### config.mk
export PLATFORM = sky130hd
export DESIGN_NAME = lsag_top
export DESIGN_NICKNAME = d
export VERILOG_FILES = /design/src/rtl/lsag_pkg.sv /design/src/rtl/lsag_key_decode.sv /design/src/rtl/lsag_index_shift.sv /design/src/rtl/lsag_offset_add.sv /design/src/rtl/lsag_top.sv
export SDC_FILE = /design/constraint.sdc
export NUM_CORES = 1
export LEC_CHECK = 0
export BUFFER_PORTS_ARGS = -buffer_cell sky130_fd_sc_hd__buf_4
export CORE_MARGIN = 3
export CORE_UTILIZATION = 55
export CTS_BUF_LIST = sky130_fd_sc_hd__clkbuf_8 sky130_fd_sc_hd__clkbuf_16
export DETAILED_ROUTE_END_ITERATION = 10
export PLACE_DENSITY_LB_ADDON = 0.08
export SLEW_MARGIN = 20
export SYNTH_ARGS = -nofsm -noshare
export SYNTH_HDL_FRONTEND = slang
export SYNTH_HIERARCHICAL = 1
export SYNTH_SLANG_ARGS = --single-unit
### constraint.sdc
create_clock -name clk -period 2.6 [get_ports clk]
set_input_delay 0.13 -clock clk [delete_from_list [all_inputs] [get_ports clk]]
set_output_delay 0.13 -clock clk [all_outputs]
set_load 0.03 [all_outputs]
### src/rtl/lsag_pkg.sv
package lsag_pkg;

  typedef enum logic [1:0] {
    SH_LSL = 2'd0,
    SH_LSR = 2'd1,
    SH_ASR = 2'd2,
    SH_ROR = 2'd3
  } lsag_shk_t;

  typedef struct packed {
    logic use_reg;
    logic pre;
    logic up;
    logic wb;
    logic err;
  } lsag_ctl_t;

endpackage

### src/rtl/lsag_key_decode.sv
module lsag_key_decode
  import lsag_pkg::*;
#(
  parameter int KEY_W = 5
) (
  input  logic [KEY_W-1:0] key,
  output lsag_ctl_t        ctl
);

  localparam int B_REG = 4;
  localparam int B_PRE = 3;
  localparam int B_UP  = 2;
  localparam int B_BAD = 1;
  localparam int B_WB  = 0;

  logic legal;

  always_comb begin
    legal       = ~key[B_BAD];
    ctl.use_reg = key[B_REG];
    ctl.pre     = key[B_PRE];
    ctl.up      = key[B_UP];
    ctl.err     = ~legal;
    // post-index always writes back; pre-index only on request
    ctl.wb      = legal & (~key[B_PRE] | key[B_WB]);
  end

endmodule

### src/rtl/lsag_index_shift.sv
module lsag_index_shift
  import lsag_pkg::*;
#(
  parameter int DW   = 32,
  parameter int SA_W = 5
) (
  input  logic [DW-1:0]   rm,
  input  logic [1:0]      kind,
  input  logic [SA_W-1:0] amt,
  input  logic            cin,
  output logic [DW-1:0]   idx
);

  logic [2*DW-1:0] dbl;
  logic            zero_amt;
  logic [DW-1:0]   asr_v;

  always_comb begin
    dbl      = {rm, rm} >> amt;
    zero_amt = (amt == '0);
    asr_v    = DW'($signed(rm) >>> amt);
    unique case (lsag_shk_t'(kind))
      SH_LSL: idx = rm << amt;
      SH_LSR: idx = zero_amt ? '0 : (rm >> amt);
      SH_ASR: idx = zero_amt ? {DW{rm[DW-1]}} : asr_v;
      SH_ROR: idx = zero_amt ? {cin, rm[DW-1:1]} : dbl[DW-1:0];
      default: idx = rm;
    endcase
  end

endmodule

### src/rtl/lsag_offset_add.sv
module lsag_offset_add #(
  parameter int DW = 32
) (
  input  logic [DW-1:0] base,
  input  logic [DW-1:0] ofs,
  input  logic          up,
  output logic [DW-1:0] res
);

  always_comb begin
    res = up ? (base + ofs) : (base - ofs);
  end

endmodule

### src/rtl/lsag_top.sv
module lsag_top
  import lsag_pkg::*;
#(
  parameter int DW    = 32,
  parameter int OFS_W = 12,
  parameter int SA_W  = 5,
  parameter int KEY_W = 5
) (
  input  logic             clk,
  input  logic             rst_n,
  input  logic             cap_en,
  input  logic [KEY_W-1:0] mode_key,
  input  logic [DW-1:0]    base_val,
  input  logic [OFS_W-1:0] imm_ofs,
  input  logic [DW-1:0]    rm_val,
  input  logic [1:0]       shf_kind,
  input  logic [SA_W-1:0]  shf_amt,
  input  logic             carry_in,
  output logic [DW-1:0]    addr_out,
  output logic [DW-1:0]    base_new,
  output logic             wb_en,
  output logic             key_err
);

  localparam int PAD_W = DW - OFS_W;

  // reset synchronizer: asserts at once, releases on clock
  logic [1:0] rsync_q;
  logic       rst_core_n;

  always_ff @(posedge clk or negedge rst_n) begin
    if (!rst_n) rsync_q <= 2'b00;
    else        rsync_q <= {rsync_q[0], 1'b1};
  end
  assign rst_core_n = rsync_q[1];

  lsag_ctl_t     ctl;
  logic [DW-1:0] idx_v;
  logic [DW-1:0] ofs_v;
  logic [DW-1:0] moved;

  lsag_key_decode #(.KEY_W(KEY_W)) u_dec (
    .key (mode_key),
    .ctl (ctl)
  );

  lsag_index_shift #(.DW(DW), .SA_W(SA_W)) u_shf (
    .rm   (rm_val),
    .kind (shf_kind),
    .amt  (shf_amt),
    .cin  (carry_in),
    .idx  (idx_v)
  );

  assign ofs_v = ctl.use_reg ? idx_v : {{PAD_W{1'b0}}, imm_ofs};

  lsag_offset_add #(.DW(DW)) u_add (
    .base (base_val),
    .ofs  (ofs_v),
    .up   (ctl.up),
    .res  (moved)
  );

  logic [DW-1:0] addr_d, bnew_d;
  logic          wb_d, err_d;
  logic [DW-1:0] addr_q, bnew_q;
  logic          wb_q, err_q;

  // next-state
  always_comb begin
    addr_d = addr_q;
    bnew_d = bnew_q;
    wb_d   = wb_q;
    err_d  = err_q;
    if (cap_en) begin
      addr_d = (ctl.pre && !ctl.err) ? moved : base_val;
      bnew_d = ctl.wb ? moved : base_val;
      wb_d   = ctl.wb;
      err_d  = ctl.err;
    end
  end

  // state
  always_ff @(posedge clk or negedge rst_core_n) begin
    if (!rst_core_n) begin
      addr_q <= '0;
      bnew_q <= '0;
      wb_q   <= 1'b0;
      err_q  <= 1'b0;
    end else begin
      addr_q <= addr_d;
      bnew_q <= bnew_d;
      wb_q   <= wb_d;
      err_q  <= err_d;
    end
  end

  assign addr_out = addr_q;
  assign base_new = bnew_q;
  assign wb_en    = wb_q;
  assign key_err  = err_q;


  a_r6_bad_key_no_wb: assert property (@(posedge clk) disable iff (!rst_core_n)
    (cap_en && mode_key[1]) |=> (key_err && !wb_en && addr_out == $past(base_val)));


  a_r3_post_uses_base: assert property (@(posedge clk) disable iff (!rst_core_n)
    (cap_en && !mode_key[3] && !mode_key[1]) |=> (addr_out == $past(base_val)));


  a_r5_post_writes_back: assert property (@(posedge clk) disable iff (!rst_core_n)
    (cap_en && !mode_key[3] && !mode_key[1]) |=> wb_en);


  a_r5_pre_no_wb_req: assert property (@(posedge clk) disable iff (!rst_core_n)
    (cap_en && mode_key[3] && !mode_key[0]) |=> (!wb_en && base_new == $past(base_val)));


  a_r5_pre_wb_matches_addr: assert property (@(posedge clk) disable iff (!rst_core_n)
    (cap_en && mode_key[3] && !mode_key[1] && mode_key[0]) |=> (wb_en && base_new == addr_out));


  a_r10_hold: assert property (@(posedge clk) disable iff (!rst_core_n)
    !cap_en |=> ($stable(addr_out) && $stable(base_new) && $stable(wb_en) && $stable(key_err)));

endmodule

==> results.md, run 1 <==
* Status: aborted with a tool error
* GRT Total Usage at 85.13%
* Routability cong. at 1.325
* Predominant post-synthesis flop cell: dfrtp_1
* GRT overflow at 350
* Yosys Warn Count at 6
* Clock root buffer: clkbuf_16
* Num CTS Buffers at 9
* Fail Step: 5_1_grt
* Grt repair worst endpoint: addr_out[27]$_DFFE_PN0P_/D
* Pre-CTS WS at -3.400 ns
* Syn Nets at 1759
* Number of port buffers at 157
* WEP type: register input
* Post-Syn Instances at 1627
* Ports at 158
* Largest net degree at the start of global routing at 65
* Post-synthesis async set-or-reset flop share at 100.0%
* Stop err: [ERROR GRT-0232] Routing congestion too high. Check the congestion heatmap in the GUI.
* CTS sink count at 68
* Cell row count at 55
* Die span in y at 160.5 um
* Chip width at 160.5 um
* Clock Tree Buf Depth at 2
* Yosys reg bits at 68
* CTS HTree Levels at 3
* Seq/Total Area, Yosys at 12.95%
* Synth unique cells at 94
* Post-synth EDFFs at 0
* Post-placement cell area at 18430 um^2
* Starting density of the core at 56.98%
* Post-Synthesis Cell Area at 13140 um^2
* Final HPWL DP at 52950 um
* Syn avg cell area at 8.073 um^2
==> synth_stat cells, types with 8 or more instances <==
cell | number | share of area, %
nand2_1 | 155 | 4.4
nor2_1 | 154 | 4.4
a21oi_1 | 130 | 5.0
mux2i_1 | 114 | 8.7
mux2_2 | 81 | 6.9
clkbuf_1 | 74 | 2.1
dfrtp_1 | 68 | 13
mux4_2 | 57 | 9.8
buf_2 | 50 | 1.9
nand2b_1 | 45 | 2.1
o21ai_0 | 43 | 1.6
ha_1 | 39 | 3.7
nor3_1 | 36 | 1.4
xor2_1 | 36 | 2.4
nand4b_1 | 33 | 2.2
nand3_1 | 32 | 1.2
and2_1 | 31 | 1.5
o211ai_2 | 30 | 2.9
inv_1 | 24 | 0.69
o22ai_1 | 24 | 1.1
a31oi_1 | 22 | 1.0
o211ai_1 | 20 | 1.1
a21o_1 | 19 | 1.1
a211oi_1 | 17 | 0.97
xnor2_1 | 17 | 1.1
buf_6 | 15 | 1.3
nor2b_1 | 15 | 0.71
buf_4 | 13 | 0.74
nor4_1 | 12 | 0.57
o31ai_1 | 12 | 0.69
a21boi_0 | 9 | 0.51
a221oi_1 | 9 | 0.60
and3_1 | 9 | 0.43
buf_1 | 9 | 0.26
nand4_1 | 9 | 0.43
o221ai_1 | 9 | 0.60
a2111oi_0 | 8 | 0.53
a311oi_1 | 8 | 0.53
or2_2 | 8 | 0.38
==> metrics by stage <==
stage               cells  setup TNS (ns)
detailed placement   2499         -175.48
CTS                  2580         -133.72
floorplan            1627         -114.50
global placement     2499         -166.85
==> metal layers <==
layer / overflow / track usage, %
met1: 29 / 84.23
met2: 164 / 97.38
met3: 26 / 74.00
met4: 130 / 87.38
met5: 1 / 46.40
==> cell families after synthesis <==
kind of cell / share of synthesized area (%)
simple gates: 21.58
flops: 12.95
mux: 25.69
xor+xnor: 3.658
buf+inv: 7.611
compound gates: 24.60
other cells: 0.02855
fa+ha+maj: 3.867
==> timing repair <==
| action | in CTS |
|---|---|
| gates cloned | 4 |
| pin swaps | 145 |
| gates resized for setup | 214 |
| setup endpoints to repair | 64 |
| setup buffers | 62 |
| endpoints found under the hold margin | 2 |
| hold buffers | 1 |
==> run 2, diff against run 1 <==
--- a/config.mk
+++ b/config.mk
@@ -7,10 +7,9 @@
 export LEC_CHECK = 0
 export BUFFER_PORTS_ARGS = -buffer_cell sky130_fd_sc_hd__buf_4
 export CORE_MARGIN = 3
-export CORE_UTILIZATION = 55
-export CTS_BUF_LIST = sky130_fd_sc_hd__clkbuf_8 sky130_fd_sc_hd__clkbuf_16
+export CORE_UTILIZATION = 40
 export DETAILED_ROUTE_END_ITERATION = 10
-export PLACE_DENSITY_LB_ADDON = 0.08
+export PLACE_DENSITY_LB_ADDON = 0.15
 export SLEW_MARGIN = 20
 export SYNTH_ARGS = -nofsm -noshare
 export SYNTH_HDL_FRONTEND = slang
==> run 2 against run 1 <==
Compared with the run above: the flow now finishes, with violations (setup timing); area after synthesis stayed put; synthesized cell count is the same.
==> results.md, run 2 <==
* DRT Pass-1 Iters at 5
* Critical Path End Type: flop
* RSZ-0062 raised after global routing: yes
* Yosys reg bits at 68 (unchanged)
* Post-placement cell area at 18850 um^2 (+2.3%)
* Worst skew pair latency at 0.37 ns
* Slew headroom at 30.80%
* Final Max Slew Viols at 0
* Fin crit period at 5.395 ns
* Most common cell after layout, fill and taps aside: buf_4
* Antenna violations before repair at 7
* Cell row count at 65 (+18%)
* Layout filler cell count at 2698
* MaxCap Viol Count at 0
* Final wirelength at 73470 um
* Setup ws final at -2.795 ns
* Hold Vio Cnt, Final at 0
* WL/cell at 27.02 um
* WL met2 at 32680 um
* Clock group share of total power at 14.5%
* Num CTS Buffers at 9 (unchanged)
* Largest net degree at the start of global routing at 64
* Post-synth EDFFs at 0 (unchanged)
* Worst Setup Path Type: in2reg
* TritonCTS clock tree: yes
* Nets at 2406
* Setup slack, reg-to-reg at 1.62 ns
* Worst hold path class: in2reg
* FMAX at 0.1854 GHz
* Syn avg cell area at 8.073 um^2 (unchanged)
* Number of port buffers at 157 (unchanged)
* Synth area leader: dfrtp_1
* Area growth from synthesis to layout at 59.17%
* LEAKAGE at 9.425 nW
* Clock Tree Buf Depth at 2 (unchanged)
* Syn Nets at 1759 (unchanged)
* Final setup violation count at 64
* Synth unique cells at 94 (unchanged)
* Clock slew at reported path FFs at 0.06 ns
* Via count at 17166
* Routability cong. at 1.079 (-19%)
* Logic pwr share at 71.1%
* GRT overflow at 0
* Post-route cell area at 20910 um^2
* Top cells by instance count after synthesis: nand2_1 (155), nor2_1 (154), a21oi_1 (130)
* Yosys Warn Count at 6 (unchanged)
* Post-Synthesis Cell Area at 13140 um^2 (unchanged)
* Status: finished with violations
* First-pass GRT wire length at 107400 um
* Seq/Total Area, Yosys at 12.95% (unchanged)
* 1st-iter DRT viols at 1998
* Most common cell in the synthesized netlist: nand2_1
* Critical Path RT at 2.88 ns
* Clock root buffer: clkbuf_16
* Routed vias/inst at 6.313
* # DRC at 0
* Wire length on met1 at 28780 um
* Worst R2R Path Depth at 1
* Top sig layer: met5
* Vias in the first global route at 16813
* Chip width at 187.2 um (+17%)
* Peak VDD IR at 0.3582 mV
* Post-Syn Instances at 1627 (unchanged)
* Highest-count cells in the layout ignoring fill and taps: buf_4 (737), nand2_1 (147), nor2_1 (146)
* Worst r2r src: rsync_q[1]$_DFF_PN0_
* Actual slew at the worst max-slew pin at 1.012 ns
* Predominant post-synthesis flop cell: dfrtp_1
* CTS HTree Levels at 3 (unchanged)
* Register share of total power at 14.5%
* Failing checks: setup timing
* Core box area at 31960 um^2
* Synth top area cells: dfrtp_1 (13%), mux4_2 (9.8%), mux2i_1 (8.7%)
* Critical Path End: base_new[29]$_DFFE_PN0P_
* Critical path origin: shf_amt[3]
* Tcrit/Tclk final at 207.5%
* Pwr Density at 452.9 nW/um^2
* GRT Total Usage at 40.14%
* Worst Path Max Fanout at 8
* Post-synthesis async set-or-reset flop share at 100.0% (unchanged)
* CTS sink count at 68 (unchanged)
* Critical path data arrival time at 5.68 ns
* Die span in y at 187.2 um (+17%)
* Ports at 158 (unchanged)
* Net Sw Frac at 44.53%
* Starting density of the core at 41.10% (-16 points)
* Power, Total at 9.469 mW
* Fraction of layout cells with a size suffix above 1 at 50.72%
* Area share of the largest cell type after synthesis at 12.95% (unchanged)
* DIE AREA at 35050 um^2
* Sw Pwr at 4.216 mW
* Worst Setup Start Kind: primary input
* Worst R2R End: addr_out[6]$_DFFE_PN0P_
* Antenna viol nets, final at 0
* Final HPWL DP at 58520 um (+11%)
* Fin Clk Skew at 0.006437 ns
* Met3 routed WL at 8191 um
* Int Power at 5.252 mW
-- run 2: layout make-up --
type | count | area, um^2 | area share (%)
inverter | 27 | 103.9 | 0.4967
antenna | 5 | 12.51 | 0.05984
tap | 435 | 544.3 | 2.603
sequential | 68 | 1703 | 8.145
clock inverter | 7 | 100.1 | 0.4788
timing repair buffer | 801 | 6594 | 31.54
clock buffer | 9 | 225.2 | 1.077
multi-input combinational | 1367 | 11620 | 55.60
-- run 2: cells by family (layout without fill, tap and decap cells) --
logic type / Yosys count / after routing / synth area share, %
AO/OA/AOI/OAI: 452 / 452 / 24.60
XOR/XNOR: 54 / 54 / 3.658
adder cells (fa/ha/maj): 40 / 40 / 3.867
buffers and inverters: 192 / 844 / 7.611
flip-flops: 68 / 68 / 12.95
multiplexers: 255 / 255 / 25.69
other: 1 / 6 / 0.02855
AND/OR/NAND/NOR: 565 / 565 / 21.58
-- run 2: how the worst min path moves through the flow --
stage	startpoint	slack, ns	cells after the start	end
6_report	base_val[27]	0.06	3	addr_out[27]$_DFFE_PN0P_
5_1_grt	base_val[27]	0.05	3	addr_out[27]$_DFFE_PN0P_
4_1_cts	base_val[31]	0.04	3	addr_out[31]$_DFFE_PN0P_
3_5_place_dp	rst_n	-0.09	1	rsync_q[0]$_DFF_PN0_
3_3_place_gp	rst_n	-0.09	1	rsync_q[0]$_DFF_PN0_
2_1_floorplan	rst_n	-0.17	0	rsync_q[0]$_DFF_PN0_
-- run 2: stage by stage --
step	hold WS [ns]	util [%]	cells	setup slack, ns	TNS, ns
2_1_floorplan	-0.1656	-	1627	-2.515	-114.50
3_3_place_gp	-0.08753	58.97	2636	-3.482	-171.93
3_5_place_dp	-0.08607	58.97	2636	-3.564	-174.46
4_1_cts	0.03599	62.01	2672	-2.794	-136.18
5_1_grt	0.05151	65.38	2715	-2.940	-149.18
6_report	0.05614	65.41	2719	-2.795	-139.89
-- run 2: layer usage --
| metal | track usage, % | up-vias |
|---|---|---|
| met2 | 62.60 | 1089 |
| met3 | 10.38 | 224 |
| li1 | - | 7456 |
| met1 | 52.94 | 8393 |
| met4 | 16.46 | 4 |
| met5 | 0 | - |
-- run 2: critical path, cell delays in order --
cell      delay (ns)
buf_12          0.13
mux2_4          0.32
mux4_2          0.50
and3_4          0.19
a311o_1         0.37
o31a_1          0.27
mux2_4          0.26
or4_4           0.58
and4bb_4        0.41
a21oi_1         0.10
xnor2_1         0.15
ha_1            0.30
buf_4           0.14
nand2_1         0.10
or3_4           0.38
a211oi_4        0.27
a21oi_4         0.10
a32o_2          0.33
o31ai_4         0.25
xnor2_1         0.16
mux2i_1         0.10
a21oi_1         0.14
-- run 2: timing repair --
action,CTS,global route
hold buffers,1,0
cloned,0,4
gates resized for setup,95,134
pin swaps,61,81
buffers inserted,19,39
endpoints found under the setup margin,64,64
endpoints found under the hold margin,2,0
-- run 2: power groups by stage --
stage | logic (mW) | registers (mW) | clock network (mW)
floorplan | 2.65 | 1.75 | 0
global placement | 5.56 | 1.38 | 0
detailed placement | 5.62 | 1.39 | 0
CTS | 5.99 | 1.37 | 1.40
global route | 7.04 | 1.40 | 1.44
finish | 6.73 | 1.37 | 1.37
(Power assumes the default switching activity.)
==> run 3, diff against run 2 <==
--- a/config.mk
+++ b/config.mk
@@ -10,6 +10,7 @@
 export CORE_UTILIZATION = 40
 export DETAILED_ROUTE_END_ITERATION = 10
 export PLACE_DENSITY_LB_ADDON = 0.15
+export SETUP_SLACK_MARGIN = 0.05
 export SLEW_MARGIN = 20
 export SYNTH_ARGS = -nofsm -noshare
 export SYNTH_HDL_FRONTEND = slang
==> constraint.sdc (replaced) <==
create_clock -name clk -period 2.6 [get_ports clk]
set_input_delay 0.13 -clock clk [delete_from_list [all_inputs] [get_ports clk]]
set_output_delay 0.13 -clock clk [all_outputs]
set_load 0.005 [all_outputs]
==> run 3 against run 2 <==
Compared with the run above: the flow still finishes with violations (setup timing); first-iteration DRC count increased by 3.5%; final area fell by 0.59%; clock-buffer cell count unchanged; non-clock buffer count fell by 12; combinational power down 6.2%; power is 4.4% lower; die area stayed put; cell count down 0.51%; largest cell class unchanged.
==> results.md, run 3 (synthesis results as in run 2) <==
* Tcrit/Tclk final at 209.9% (+2.4 points)
* Layout filler cell count at 2728 (+1.1%)
* Clock Tree Buf Depth at 2 (unchanged)
* Die span in y at 187.2 um (unchanged)
* CTS sink count at 68 (unchanged)
* Non-Filler Instances at 2705 (-0.51%)
* RSZ-0062 raised after global routing: yes
* LEAKAGE at 9.335 nW (-0.95%)
* Actual slew at the worst max-slew pin at 0.9482 ns (-0.06372 ns)
* Status: finished with violations
* Most common cell after layout, fill and taps aside: buf_4
* Worst hold path class: in2reg
* Number of port buffers at 157 (unchanged)
* Pwr Density at 435.7 nW/um^2 (-3.8%)
* TritonCTS clock tree: yes
* GRT overflow at 0 (unchanged)
* Largest net degree at the start of global routing at 64 (unchanged)
* Worst Path Max Fanout at 7 (-1)
* Final wirelength at 73060 um (-0.55%)
* Final HPWL DP at 58520 um (unchanged)
* Worst Setup Path Type: in2reg
* Clock slew at reported path FFs at 0.06 ns (about the same)
* Placed cell count at 2636 (unchanged)
* Final Max Slew Viols at 0 (unchanged)
* Post-placement cell area at 18850 um^2 (unchanged)
* Num CTS Buffers at 9 (unchanged)
* Peak VDD IR at 0.3450 mV (-3.7%)
* Hold_ws at 0.05466 ns (-0.001485 ns)
* Fin crit period at 5.458 ns (+0.06339 ns)
* Chip width at 187.2 um (unchanged)
* Via count at 17023 (-0.83%)
* Highest-count cells in the layout ignoring fill and taps: buf_4 (720), nor2_1 (147), nand2_1 (146)
* DRT Pass-1 Iters at 8 (+3)
* Worst skew pair latency at 0.37 ns (about the same)
* Critical Path RT at 2.89 ns (about the same)
* Ports at 158 (unchanged)
* Antenna viol nets, final at 0 (unchanged)
* Final setup violation count at 64 (unchanged)
* Routed vias/inst at 6.293 (-0.32%)
* Core box area at 31960 um^2 (unchanged)
* Slew headroom at 35.16% (+4.4 points)
* Worst Setup Start Kind: primary input
* Hold Vio Cnt, Final at 0 (unchanged)
* # DRC at 0 (unchanged)
* First-pass GRT wire length at 107400 um (about the same)
* Starting density of the core at 41.10% (unchanged)
* GRT Total Usage at 40.16% (about the same)
* FMAX at 0.1832 GHz (-1.2%)
* Clock root buffer: clkbuf_16
* CTS HTree Levels at 3 (unchanged)
* Utilization after layout at 65.03% (-0.39 points)
* Cell row count at 65 (unchanged)
* 1st-iter DRT viols at 2067 (+3.5%)
* WL/cell at 27.01 um (about the same)
* Setup ws final at -2.858 ns (-0.06339 ns)
* DIE AREA at 35050 um^2 (unchanged)
* Setup TNS at -141.35 ns (-1.458 ns)
* Fin Clk Skew at 0.006607 ns (+0.0001708 ns)
* Setup slack, reg-to-reg at 1.61 ns (about the same)
* Area growth from synthesis to layout at 58.23%
* Vias in the first global route at 16819 (+0.036%)
* Critical Path End Type: flop
* Failing checks: setup timing
* Critical path data arrival time at 5.75 ns (+0.07 ns)
* Nets at 2394 (-0.50%)
* Routability cong. at 1.079 (unchanged)
* Antenna violations before repair at 7 (unchanged)
* Post-route cell area at 20780 um^2 (-0.59%)
* Fraction of layout cells with a size suffix above 1 at 50.64% (-0.084 points)
* MaxCap Viol Count at 0 (unchanged)
[run 3: changes by cell type in the layout (fill, tap and decap cells not counted), sizes merged]
cell | before | now
buf | 796 | 788
clkbuf | 13 | 9
diode | 5 | 3
[run 3: stage by stage]
step	power, mW	setup WS (ns)
6_report	9.056	-2.858
5_1_grt	9.478	-2.979
4_1_cts	8.392	-2.794
3_5_place_dp	6.632	-3.564
3_3_place_gp	6.564	-3.482
2_1_floorplan	4.046	-2.515
[run 3: final cells by class]
class                           count  area (um^2)  share of cell area [%]
Multi-Input combinational cell   1367        11650                   56.07
Timing Repair Buffer              789         6447                   31.02
Sequential cell                    68         1703                   8.193
Tap cell                          435        544.3                   2.619
Clock buffer                        9        225.2                   1.084
Inverter                           27        103.9                  0.4997
Clock inverter                      7        100.1                  0.4816
Antenna cell                        3        7.507                 0.03612
[run 3: path summary, 6_finish.rpt]
kind / startpoint / to / cells after the start
min in group asynchronous: rst_n / rsync_q[1]$_DFF_PN0_ / 2
max in group asynchronous: rsync_q[1]$_DFF_PN0_ / addr_out[6]$_DFFE_PN0P_ / 1
max reg2reg: rsync_q[1]$_DFF_PN0_ / addr_out[6]$_DFFE_PN0P_ / 1
min: base_val[27] / addr_out[27]$_DFFE_PN0P_ / 3
min reg2reg: rsync_q[1]$_DFF_PN0_ / addr_out[17]$_DFFE_PN0P_ / 0
max: shf_amt[3] / addr_out[29]$_DFFE_PN0P_ / 28
[run 3: where the power goes]
group / leakage [nW] / switching, mW / total [mW] / internal, mW
Sequential: 0.795 / 0.125 / 1.37 / 1.25
Combinational: 8.38 / 3.20 / 6.31 / 3.11
Clock: 0.160 / 0.528 / 1.37 / 0.844
[run 3: worst max-delay path, stage by stage]
cell      delay (ns)
buf_12          0.12
buf_8           0.12
buf_12          0.13
buf_8           0.13
buf_6           0.11
mux4_2          0.28
mux2_4          0.28
mux2i_1         0.16
buf_4           0.17
nor2_2          0.03
mux2i_1         0.16
a21oi_2         0.09
mux2_4          0.28
or4_4           0.57
and4bb_4        0.41
a21oi_1         0.10
xnor2_1         0.15
ha_1            0.30
buf_4           0.14
nand2_1         0.10
or3_4           0.42
a211oi_4        0.28
a21oi_4         0.10
a32o_2          0.34
o31ai_4         0.20
xnor2_1         0.16
nand4b_1        0.14
o211ai_2        0.11
[run 3: metal layers]
| metal | global-route usage (%) | part of all wire, % | up-vias |
|---|---|---|---|
| li1 | - | - | 7437 |
| met1 | 52.79 | 40 | 8332 |
| met2 | 62.56 | 45 | 1023 |
| met3 | 10.68 | 11 | 223 |
| met4 | 16.66 | 4.9 | 8 |
| met5 | 0 | 0.066 | - |
[run 3: repair_timing]
item / CTS / global route
endpoints found under the setup margin: 64 / 64
hold endpoints to repair: 2 / 0
pin swaps: 61 / 107
buffers inserted: 19 / 37
hold buffers: 1 / 0
resized for setup: 101 / 138
